## config.mk

```make
export PLATFORM = sky130hd
export DESIGN_NAME = reconf_sequencer
export DESIGN_NICKNAME = d
export VERILOG_FILES = /design/src/rtl/reconf_seq_pkg.sv /design/src/rtl/reconf_rom.sv /design/src/rtl/reconf_ctrl.sv /design/src/rtl/reconf_dpath.sv /design/src/rtl/reconf_sequencer.sv
export SDC_FILE = /design/constraint.sdc
export NUM_CORES = 1
export LEC_CHECK = 0
export ABC_AREA = 1
export BUFFER_PORTS_ARGS = -buffer_cell sky130_fd_sc_hd__clkbuf_2
export CORE_ASPECT_RATIO = 0.9
export CORE_MARGIN = 1.5
export CORE_UTILIZATION = 40
export DETAILED_ROUTE_END_ITERATION = 16
export PLACE_DENSITY = 0.64
export SLEW_MARGIN = 10
export SYNTH_ARGS = -nofsm -noshare
export SYNTH_HDL_FRONTEND = slang
export SYNTH_SLANG_ARGS = --single-unit
```

## constraint.sdc

```tcl
create_clock -name clk -period 3.3 [get_ports clk]
set_input_delay 0.165 -clock clk [delete_from_list [all_inputs] [get_ports clk]]
set_output_delay 0.165 -clock clk [all_outputs]
set_load 0.05 [all_outputs]
```

## src/rtl/reconf_seq_pkg.sv

```systemverilog
package reconf_seq_pkg;

  localparam int NUM_IMAGES = 5;

  typedef enum logic [2:0] {
    S_IDLE      = 3'd0,
    S_GRANT     = 3'd1,
    S_SET_MODE  = 3'd2,
    S_STREAM    = 3'd3,
    S_WAIT_DONE = 3'd4,
    S_REPORT    = 3'd5
  } seqState_t;

  // strobes from control to datapath
  typedef struct packed {
    logic latchGrant;
    logic clrCnt;
    logic incCnt;
    logic clrTmr;
    logic incTmr;
    logic showAck;
    logic showValid;
    logic streamOn;
    logic showStatus;
  } ctlStrobes_t;

  // flags from datapath to control
  typedef struct packed {
    logic anyReq;
    logic modeOk;
    logic lastWord;
    logic timedOut;
  } dpFlags_t;

  // word count of each configuration image
  function automatic int imgLen(input int modeId);
    case (modeId)
      0:       return 5;
      1:       return 6;
      2:       return 7;
      3:       return 8;
      4:       return 4;
      default: return 1;
    endcase
  endfunction

endpackage

```

## src/rtl/reconf_rom.sv

```systemverilog
module reconf_rom #(
  parameter int MODE_ID = 0,
  parameter int LEN     = 4,
  parameter int ADDR_W  = 4,
  parameter int DATA_W  = 16
) (
  input  logic [ADDR_W-1:0] addr,
  output logic [DATA_W-1:0] data
);
  localparam int BASE = (MODE_ID + 1) << (DATA_W - 4);

  always_comb begin
    if (int'(addr) < LEN)
      data = DATA_W'(BASE) ^ DATA_W'(int'(addr) * 29 + MODE_ID * 5 + 3);
    else
      data = '0;
  end
endmodule

```

## src/rtl/reconf_ctrl.sv

```systemverilog
module reconf_ctrl
  import reconf_seq_pkg::*;
(
  input  logic        clk,
  input  logic        rst,
  input  dpFlags_t    flags,
  input  logic        ctlReady,
  input  logic        ctlDone,
  output ctlStrobes_t strobes,
  output logic        statusValid,
  output logic        statusErr
);
  seqState_t state, stateNext;
  logic errReg, setErr, clrErr;

  always_ff @(posedge clk) begin
    if (rst) begin
      state  <= S_IDLE;
      errReg <= 1'b0;
    end else begin
      state <= stateNext;
      if (setErr)      errReg <= 1'b1;
      else if (clrErr) errReg <= 1'b0;
    end
  end

  always_comb begin
    stateNext = state;
    strobes   = '0;
    setErr    = 1'b0;
    clrErr    = 1'b0;
    strobes.showAck    = (state == S_GRANT);
    strobes.showValid  = (state == S_STREAM);
    strobes.streamOn   = (state == S_SET_MODE) || (state == S_STREAM) ||
                         (state == S_WAIT_DONE);
    strobes.showStatus = (state == S_REPORT);
    case (state)
      S_IDLE: begin
        if (flags.anyReq) begin
          strobes.latchGrant = 1'b1;
          stateNext = S_GRANT;
        end
      end
      S_GRANT: begin
        if (flags.modeOk) begin
          strobes.clrCnt = 1'b1;
          stateNext = S_SET_MODE;
        end else begin
          setErr = 1'b1;
          stateNext = S_REPORT;
        end
      end
      S_SET_MODE: stateNext = S_STREAM;
      S_STREAM: begin
        if (ctlReady) begin
          if (flags.lastWord) begin
            strobes.clrTmr = 1'b1;
            stateNext = S_WAIT_DONE;
          end else begin
            strobes.incCnt = 1'b1;
          end
        end
      end
      S_WAIT_DONE: begin
        if (ctlDone) begin
          clrErr = 1'b1;
          stateNext = S_REPORT;
        end else if (flags.timedOut) begin
          setErr = 1'b1;
          stateNext = S_REPORT;
        end else begin
          strobes.incTmr = 1'b1;
        end
      end
      S_REPORT: stateNext = S_IDLE;
      default:  stateNext = S_IDLE;
    endcase
  end

  assign statusValid = (state == S_REPORT);
  assign statusErr   = (state == S_REPORT) && errReg;
endmodule

```

## src/rtl/reconf_dpath.sv

```systemverilog
module reconf_dpath
  import reconf_seq_pkg::*;
#(
  parameter int NUM_CH      = 4,
  parameter int MODE_W      = 3,
  parameter int ADDR_W      = 4,
  parameter int DATA_W      = 16,
  parameter int TIMEOUT_CYC = 40,
  localparam int CH_W       = (NUM_CH > 1) ? $clog2(NUM_CH) : 1,
  localparam int TMR_W      = (TIMEOUT_CYC > 1) ? $clog2(TIMEOUT_CYC) : 1
) (
  input  logic                     clk,
  input  logic                     rst,
  input  logic [NUM_CH-1:0]        reqVec,
  input  logic [NUM_CH*MODE_W-1:0] reqMode,
  input  ctlStrobes_t              strobes,
  output dpFlags_t                 flags,
  output logic [NUM_CH-1:0]        ackVec,
  output logic [CH_W-1:0]          ctlChannel,
  output logic [ADDR_W-1:0]        ctlAddr,
  output logic [DATA_W-1:0]        ctlData,
  output logic [CH_W-1:0]          statusCh
);
  logic [CH_W-1:0]   reqWin, winIdx;
  logic [MODE_W-1:0] winMode;
  logic [ADDR_W-1:0] cnt, lastIdx;
  logic [TMR_W-1:0]  tmr;
  logic [DATA_W-1:0] romOut [NUM_IMAGES];
  logic [DATA_W-1:0] romSel;
  logic              found;

  // fixed priority: lowest index wins
  always_comb begin
    reqWin = '0;
    found  = 1'b0;
    for (int i = 0; i < NUM_CH; i++) begin
      if (reqVec[i] && !found) begin
        reqWin = CH_W'(i);
        found  = 1'b1;
      end
    end
  end

  always_ff @(posedge clk) begin
    if (rst) begin
      winIdx  <= '0;
      winMode <= '0;
      cnt     <= '0;
      tmr     <= '0;
    end else begin
      if (strobes.latchGrant) begin
        winIdx  <= reqWin;
        winMode <= reqMode[reqWin*MODE_W +: MODE_W];
      end
      if (strobes.clrCnt)      cnt <= '0;
      else if (strobes.incCnt) cnt <= cnt + 1'b1;
      if (strobes.clrTmr)      tmr <= '0;
      else if (strobes.incTmr) tmr <= tmr + 1'b1;
    end
  end

  // one ROM per image
  for (genvar g = 0; g < NUM_IMAGES; g++) begin : g_rom
    reconf_rom #(
      .MODE_ID(g),
      .LEN    (imgLen(g)),
      .ADDR_W (ADDR_W),
      .DATA_W (DATA_W)
    ) i_rom (
      .addr(cnt),
      .data(romOut[g])
    );
  end

  always_comb begin
    romSel  = '0;
    lastIdx = '0;
    for (int k = 0; k < NUM_IMAGES; k++) begin
      if (winMode == MODE_W'(k)) begin
        romSel  = romOut[k];
        lastIdx = ADDR_W'(imgLen(k) - 1);
      end
    end
  end

  assign flags.anyReq   = |reqVec;
  assign flags.modeOk   = (int'(winMode) < NUM_IMAGES);
  assign flags.lastWord = (cnt == lastIdx);
  assign flags.timedOut = (tmr == TMR_W'(TIMEOUT_CYC - 1));

  assign ackVec     = strobes.showAck ? (NUM_CH'(1) << winIdx) : '0;
  assign ctlChannel = strobes.streamOn ? winIdx : '0;
  assign ctlAddr    = strobes.showValid ? cnt : '0;
  assign ctlData    = strobes.showValid ? romSel : '0;
  assign statusCh   = strobes.showStatus ? winIdx : '0;
endmodule

```

## src/rtl/reconf_sequencer.sv

```systemverilog
module reconf_sequencer
  import reconf_seq_pkg::*;
#(
  parameter int NUM_CH      = 4,
  parameter int MODE_W      = 3,
  parameter int ADDR_W      = 4,
  parameter int DATA_W      = 16,
  parameter int TIMEOUT_CYC = 40,
  localparam int CH_W       = (NUM_CH > 1) ? $clog2(NUM_CH) : 1
) (
  input  logic                     clk,
  input  logic                     rst,
  input  logic [NUM_CH-1:0]        reqVec,
  input  logic [NUM_CH*MODE_W-1:0] reqMode,
  output logic [NUM_CH-1:0]        ackVec,
  output logic                     ctlStreamMode,
  output logic [CH_W-1:0]          ctlChannel,
  output logic                     ctlValid,
  output logic [ADDR_W-1:0]        ctlAddr,
  output logic [DATA_W-1:0]        ctlData,
  input  logic                     ctlReady,
  input  logic                     ctlDone,
  output logic                     statusValid,
  output logic                     statusErr,
  output logic [CH_W-1:0]          statusCh
);
  ctlStrobes_t strobes;
  dpFlags_t    flags;

  reconf_ctrl i_ctrl (
    .clk        (clk),
    .rst        (rst),
    .flags      (flags),
    .ctlReady   (ctlReady),
    .ctlDone    (ctlDone),
    .strobes    (strobes),
    .statusValid(statusValid),
    .statusErr  (statusErr)
  );

  reconf_dpath #(
    .NUM_CH     (NUM_CH),
    .MODE_W     (MODE_W),
    .ADDR_W     (ADDR_W),
    .DATA_W     (DATA_W),
    .TIMEOUT_CYC(TIMEOUT_CYC)
  ) i_dpath (
    .clk       (clk),
    .rst       (rst),
    .reqVec    (reqVec),
    .reqMode   (reqMode),
    .strobes   (strobes),
    .flags     (flags),
    .ackVec    (ackVec),
    .ctlChannel(ctlChannel),
    .ctlAddr   (ctlAddr),
    .ctlData   (ctlData),
    .statusCh  (statusCh)
  );

  assign ctlStreamMode = strobes.streamOn;
  assign ctlValid      = strobes.showValid;
endmodule

```

* After elaboration in Yosys (flattened, before gate mapping) *
Cells that the tools add are included.
W data, S select, Z words.

word-level totals
  flip-flop bits (word level) = 19
  input bits = 20
  output and inout port bits = 32
  word-level logic and storage cells = 125

operators by class
  add/sub/neg operators = 16
  $mul = 2
  magnitude comparators = 6
  equality and inequality tests = 15
  shift operators = 2
  muxes and demuxes = 57
  bitwise gates (word level) = 5
  reduce and logical (&&, ||, !) cells = 16

operators with widths
  cell                     count
  $mux W16                 9
  $add A16 B3 Y16 const B  4
  $mux W4                  12
  $mux W13                 2
  $add A9 B4 Y10 const B   2
  $mux W1                  20
  $sub A4 B2 Y4 const B    5
  $mux W3                  6
  $lt A4 B3 Y1 const B     4
  $pmux W3 S5              1
  $eq A3 B2 Y1 const B     4
  $mux W2                  6
  $shiftx A12 B5 Y3        1
  $add A9 B2 Y10 const B   1
  $add A9 B3 Y10 const B   1
  $add A9 B5 Y10 const B   1
  $eq A3 B3 Y1 const B     3
  $mul A4 B5 Y9 const B    1
  $add A6 B1 Y6 const B    1
  $eq A3 B1 Y1 const B     2
  $eq A6 B6 Y1 const B     1
  $logic_not A3 Y1         2
  $add A4 B1 Y4 const B    1
  $eq A4 B4 Y1             1
  other kinds (18)         28

* Longest topological paths before layout *
  depth in word-level cells = 13
  gate-level depth with buffers = 22
  mapped depth without buffers = 21

* By module *
Synthesis repeated with hierarchy kept, for this count alone.

unflattened totals
  cell total of the unflattened synthesis = 963
  area, all modules = 6044.5 sq um

by module, submodules not included
  module                               times used  cells an instance  area each (sq um)  sequential area each (sq um)
  reconf_dpath                         1           309                1770.4             300.3
  reconf_rom (i_dpath.g_rom[3].i_rom)  1           134                889.6              0.0
  reconf_rom (i_dpath.g_rom[2].i_rom)  1           123                840.8              0.0
  reconf_rom (i_dpath.g_rom[1].i_rom)  1           134                832.0              0.0
  reconf_rom (i_dpath.g_rom[4].i_rom)  1           107                734.5              0.0
  reconf_rom (i_dpath.g_rom[0].i_rom)  1           99                 630.6              0.0
  reconf_ctrl                          1           57                 346.6              80.1

* Worst setup path before layout *
No wires, ideal clock.

  path type = reg-to-output
  from = register i_dpath.cnt[1]
  to = output port ctlData[7]
  arrival = 3.884 ns
  data required time = 3.135 ns
  setup slack = -0.749 ns
  cell stages (with the launch flop) = 19
  path buffers = 1
  cell sequence = dfxtp_1 > inv_1 > ha_1 > ha_1 > ha_1 > inv_1 > fa_1 > buf_6 > inv_4 > nand3_4 > nor2_1 > nand2_1 > xor2_1 > nor2_1 > nor2_1 > nand2_1 > nand2_1 > nor2_1 > a21oi_1

between the ends
  word-level cells in the longest chain between the ends = 9
  elaborated cells on any way between the ends = 26
  those cells by class = 9 x add/sub; 1 x mul; 5 x order compare; 11 x mux

RTL lines
  item                                                     RTL line                              text
  start, declared                                          reconf_dpath.sv:26                    logic [ADDR_W-1:0] cnt, lastIdx;
  start signal, assigned                                   reconf_dpath.sv:56                    else if (strobes.incCnt) cnt <= cnt + 1'b1;
  $mul A4 B5 Y9                                            reconf_rom.sv:14                      data = DATA_W'(BASE) ^ DATA_W'(int'(addr) * 29 + MODE_ID * 5 + 3);
  $add A9 B3 Y10 / $add A9 B2 Y10 (equally long branches)  reconf_rom.sv:14
  $add A16 B3 Y16 / $mux W13 (equally long branches)       reconf_rom.sv:14, reconf_rom.sv:13
  $mux W16 / $mux W13 (equally long branches)              reconf_rom.sv:13, reconf_dpath.sv:79
  $mux W16 (3 in series)                                   reconf_dpath.sv:79                    if (winMode == MODE_W'(k)) begin
  $mux W16 (*)                                             reconf_dpath.sv:79
  $mux W16 (*)                                             reconf_dpath.sv:94                    assign ctlData = strobes.showValid ? romSel : '0;
  end, declared                                            reconf_sequencer.sv:20                output logic [DATA_W-1:0] ctlData,

Every way passes the cells marked *; elsewhere a longest branch is shown, timed or not.

* Worst setup path in the final report *
  from = register i_dpath.cnt[1]
  to = output port ctlData[9]

Same word-level chain as after synthesis.

==> impl_metrics.ini <==
[timing]
slew_headroom = 0.541
final-setup-viol-count = 6
skew_ps = 8.36
hold_violations = 0
fin_ws_ps = -348
post-route-min-period_ps = 3650
min_period_over_period = 1.11
rsz0062_at_grt = yes
slew_violations = 0
worstMarginPinSlew_ps = 685
fmaxAchievable_mhz = 274

[run_status]
status = complete, but fails checks
violations = negative setup slack

[drt]
wl_per_cell_um = 13.0
first_pass_iters = 5
viasPerCell = 5.09
drtIter0Drc = 262
drcViolationCount = 0
drtAntennaViolNets = 0
routed_wl_um = 10900
vias = 4284

[synthesis]
synth_ff_type = dfxtp_1
synth_compound_area_frac = 0.137
synthSimpleGateAreaFrac = 0.444
synth_top_family_by_area = simple AND/OR/NAND/NOR gates
synth_cell_types = 47
postSynthCellCount = 610
synthAdderAreaFrac = 0.138
synth.avg_cell_area_um2 = 5.70
synth_xor_area_frac = 0.0532
yosysWarningCount = 0
syn-cell-area_um2 = 3480
synth_seq_area_share = 0.109
synthMuxAreaShare = 0
synth_seq_cells = 19
synthArstFlopShare = 0
synth-edff-count = 0

[final_layout]
drive_above_1_share = 0.302
nets = 780
area_delta_synth_final_pct = 38.5
diodes = 0
post-route-util = 0.567

[place]
dp_hpwl_um = 8690
portBuffers = 48
gp_congestion = 0.859
dp_worst_setup_slack_ps = -164

[clock_tree]
clock_sinks = 19
clk_latency_ps = 260
htree_levels = 1
cts_hold_buf = 0
tritoncts = done
clk_pin_slew_ps = 70
cts_root_buffer = clkbuf_8
ctsLongestPathBuffers = 2
cts-buffers-inserted = 3

[grt]
antenna_found_initial = 0
grtUsageTotal = 0.232
grt_max_degree = 15
grt_pass1_wl_um = 17600
grt_remaining_overflow = 0
grt_pass1_vias = 3859

[power]
power.leakage_nw = 2.44
combinationalPowerShare = 0.759
p_clk_frac = 0.078
p_seq_frac = 0.163
switching_share = 0.579
power.density_nw_per_um2 = 426
p_switching_mw = 1.19
p_int_mw = 0.863
peakVddDrop_mv = 0.555

[floorplanning]
pin_count = 52
start_util = 0.410
die-area_um2 = 9260
rows = 32
die_y_um = 91.5
coreArea_um2 = 8490
die_w_um = 101

[critical_path]
r2r-start = i_dpath.winMode[0]$_SDFFE_PP0P_
cp_max_fo = 8
critPathSlowestCell = fa_2
max_stage_delay_ps = 560
ff2ff_setup_slack_ps = 1370
arrival_ps = 3480
crit_path_end_kind = output pin
crit_chain = ha_4, fa_1, inv_2, fa_2, buf_6, inv_8, a21oi_4, inv_2, nand2_2, nand2_4, nor3_4, nand2_2, nor2_4, nand3_2, nand3_2, nand2_2, nor2_4, buf_12
crit_type = flip-flop to output pin
startpoint_type = flip-flop
required_ps = 3130
rr_worst_depth = 10
cp_common_cell = nand2_2
r2r_end = i_dpath.tmr[5]$_SDFFE_PP0P_

[min_path]
min_from = rst
holdPathStages = 2
holdPathEnd = i_ctrl.state[2]$_SDFFE_PP0P_
min_path_type = input port to flip-flop

[flow_run]
max-cap-violations = 0
## metal layers
metal / vias to the layer above / GRT usage / part of all wire
met5: - / 0 / 0
met4: 0 / 0.0486 / 0.013
met3: 15 / 0.0100 / 0.047
met2: 131 / 0.419 / 0.50
met1: 1944 / 0.302 / 0.44
li1: 2194 / - / -
## critical path: cells and delay by family (launching register included)
kind            cells  cell delay [ps]
buf+inv             5              460
simple gates        9              940
flops               1              390
compound gates      1              130
fa+ha+maj           3             1310
## cells in the mapped netlist (2+ instances only)
cell,number,area [um2]
a211oi_1,2,15.0
a21oi_1,29,145
a31oi_1,2,12.5
buf_4,5,37.5
buf_6,2,22.5
dfxtp_1,19,380
fa_1,4,80.1
ha_1,32,400
inv_1,84,315
inv_2,3,11.3
nand2_1,154,578
nand2_2,5,31.3
nand3_1,67,335
nand4_1,9,56.3
nor2_1,91,342
nor2_2,5,31.3
nor3_1,12,60.1
nor3_2,2,20.0
nor3b_1,2,15.0
o211ai_1,3,22.5
o21ai_0,30,150
o22a_1,2,17.5
o22ai_1,5,31.3
or2_2,2,12.5
xnor2_1,7,61.3
xor2_1,11,96.3
## area by class of cell
class | count | area, um2
Multi-Input combinational cell | 496 | 3060
Fill cell | 829 | 3670
Inverter | 89 | 344
Sequential cell | 19 | 387
Timing Repair Buffer | 115 | 835
Tap cell | 119 | 149
Clock buffer | 4 | 45.0
## power by group through the flow
stage                     Combinational (mW)  Clock, mW  Sequential [mW]
final                                   1.56      0.159            0.334
after global routing                    1.71      0.170            0.342
after CTS                               1.48      0.163            0.332
after detailed placement                1.41          0            0.336
after global placement                  1.39          0            0.335
after floorplan                         1.03          0            0.329
## cells in the final DEF (no fill, tap or decap), drive strengths merged, types with 12 or more instances in the layout
cell type and instances:
clkbuf 48, dfxtp 19, buf 71, o21ai 32, nor3 14, nand3 68
nand2 162, a21oi 30, xor2 12, ha 32, inv 88, nor2 97
## registers in the layout, indices dropped and copies added (netlist names)
register and count:
i_ctrl.errReg 1, i_dpath.winMode 3, i_dpath.winIdx 2, i_dpath.tmr 6
i_ctrl.state 3, i_dpath.cnt 4
## kinds of logic (layout without fill, tap and decap cells)
group | after synthesis | count (layout)
adders and majority gates | 36 | 36
AOI/OAI and AO/OA | 82 | 82
other | 1 | 3
DFF | 19 | 19
and+or+nand+nor | 354 | 356
xor gates and xnor gates | 19 | 19
buffers and inverters | 99 | 208
## stage by stage
| stage | cell area [um2] | TNS, ps | hold slack [ps] | total power, mW | instances |
|---|---|---|---|---|---|
| 6_report | 4820 | -1560 | 192 | 2.05 | 842 |
| 5_1_grt | 4820 | -2290 | 209 | 2.22 | 842 |
| 4_1_cts | 4570 | -1610 | 186 | 1.98 | 835 |
| 3_3_place_gp | 4380 | -651 | 450 | 1.73 | 829 |
| 2_1_floorplan | 3570 | 0 | 370 | 1.36 | 612 |
| 3_5_place_dp | 4380 | -696 | 459 | 1.75 | 829 |
## worst max-delay path by stage
stage | start | endpoint | slack [ps] | depth (start not counted)
6_report | i_dpath.cnt[1]$_SDFFE_PP0P_ | ctlData[9] | -350 | 18
5_1_grt | i_dpath.cnt[1]$_SDFFE_PP0P_ | ctlData[9] | -460 | 18
4_1_cts | i_dpath.cnt[1]$_SDFFE_PP0P_ | ctlData[9] | -330 | 18
3_5_place_dp | i_dpath.cnt[1]$_SDFFE_PP0P_ | ctlData[6] | -160 | 15
3_3_place_gp | i_dpath.cnt[1]$_SDFFE_PP0P_ | ctlData[6] | -160 | 15
2_1_floorplan | i_dpath.cnt[1]$_SDFFE_PP0P_ | ctlData[9] | 20 | 17
## repair_timing
item / 4_1_cts / 5_1_grt
setup endpoints to repair: 6 / 7
setup buffers: 2 / 5
cloned: 0 / 2
resized for setup: 35 / 52
pin swaps: 9 / 29
Power figures use the tool's default switching activity.
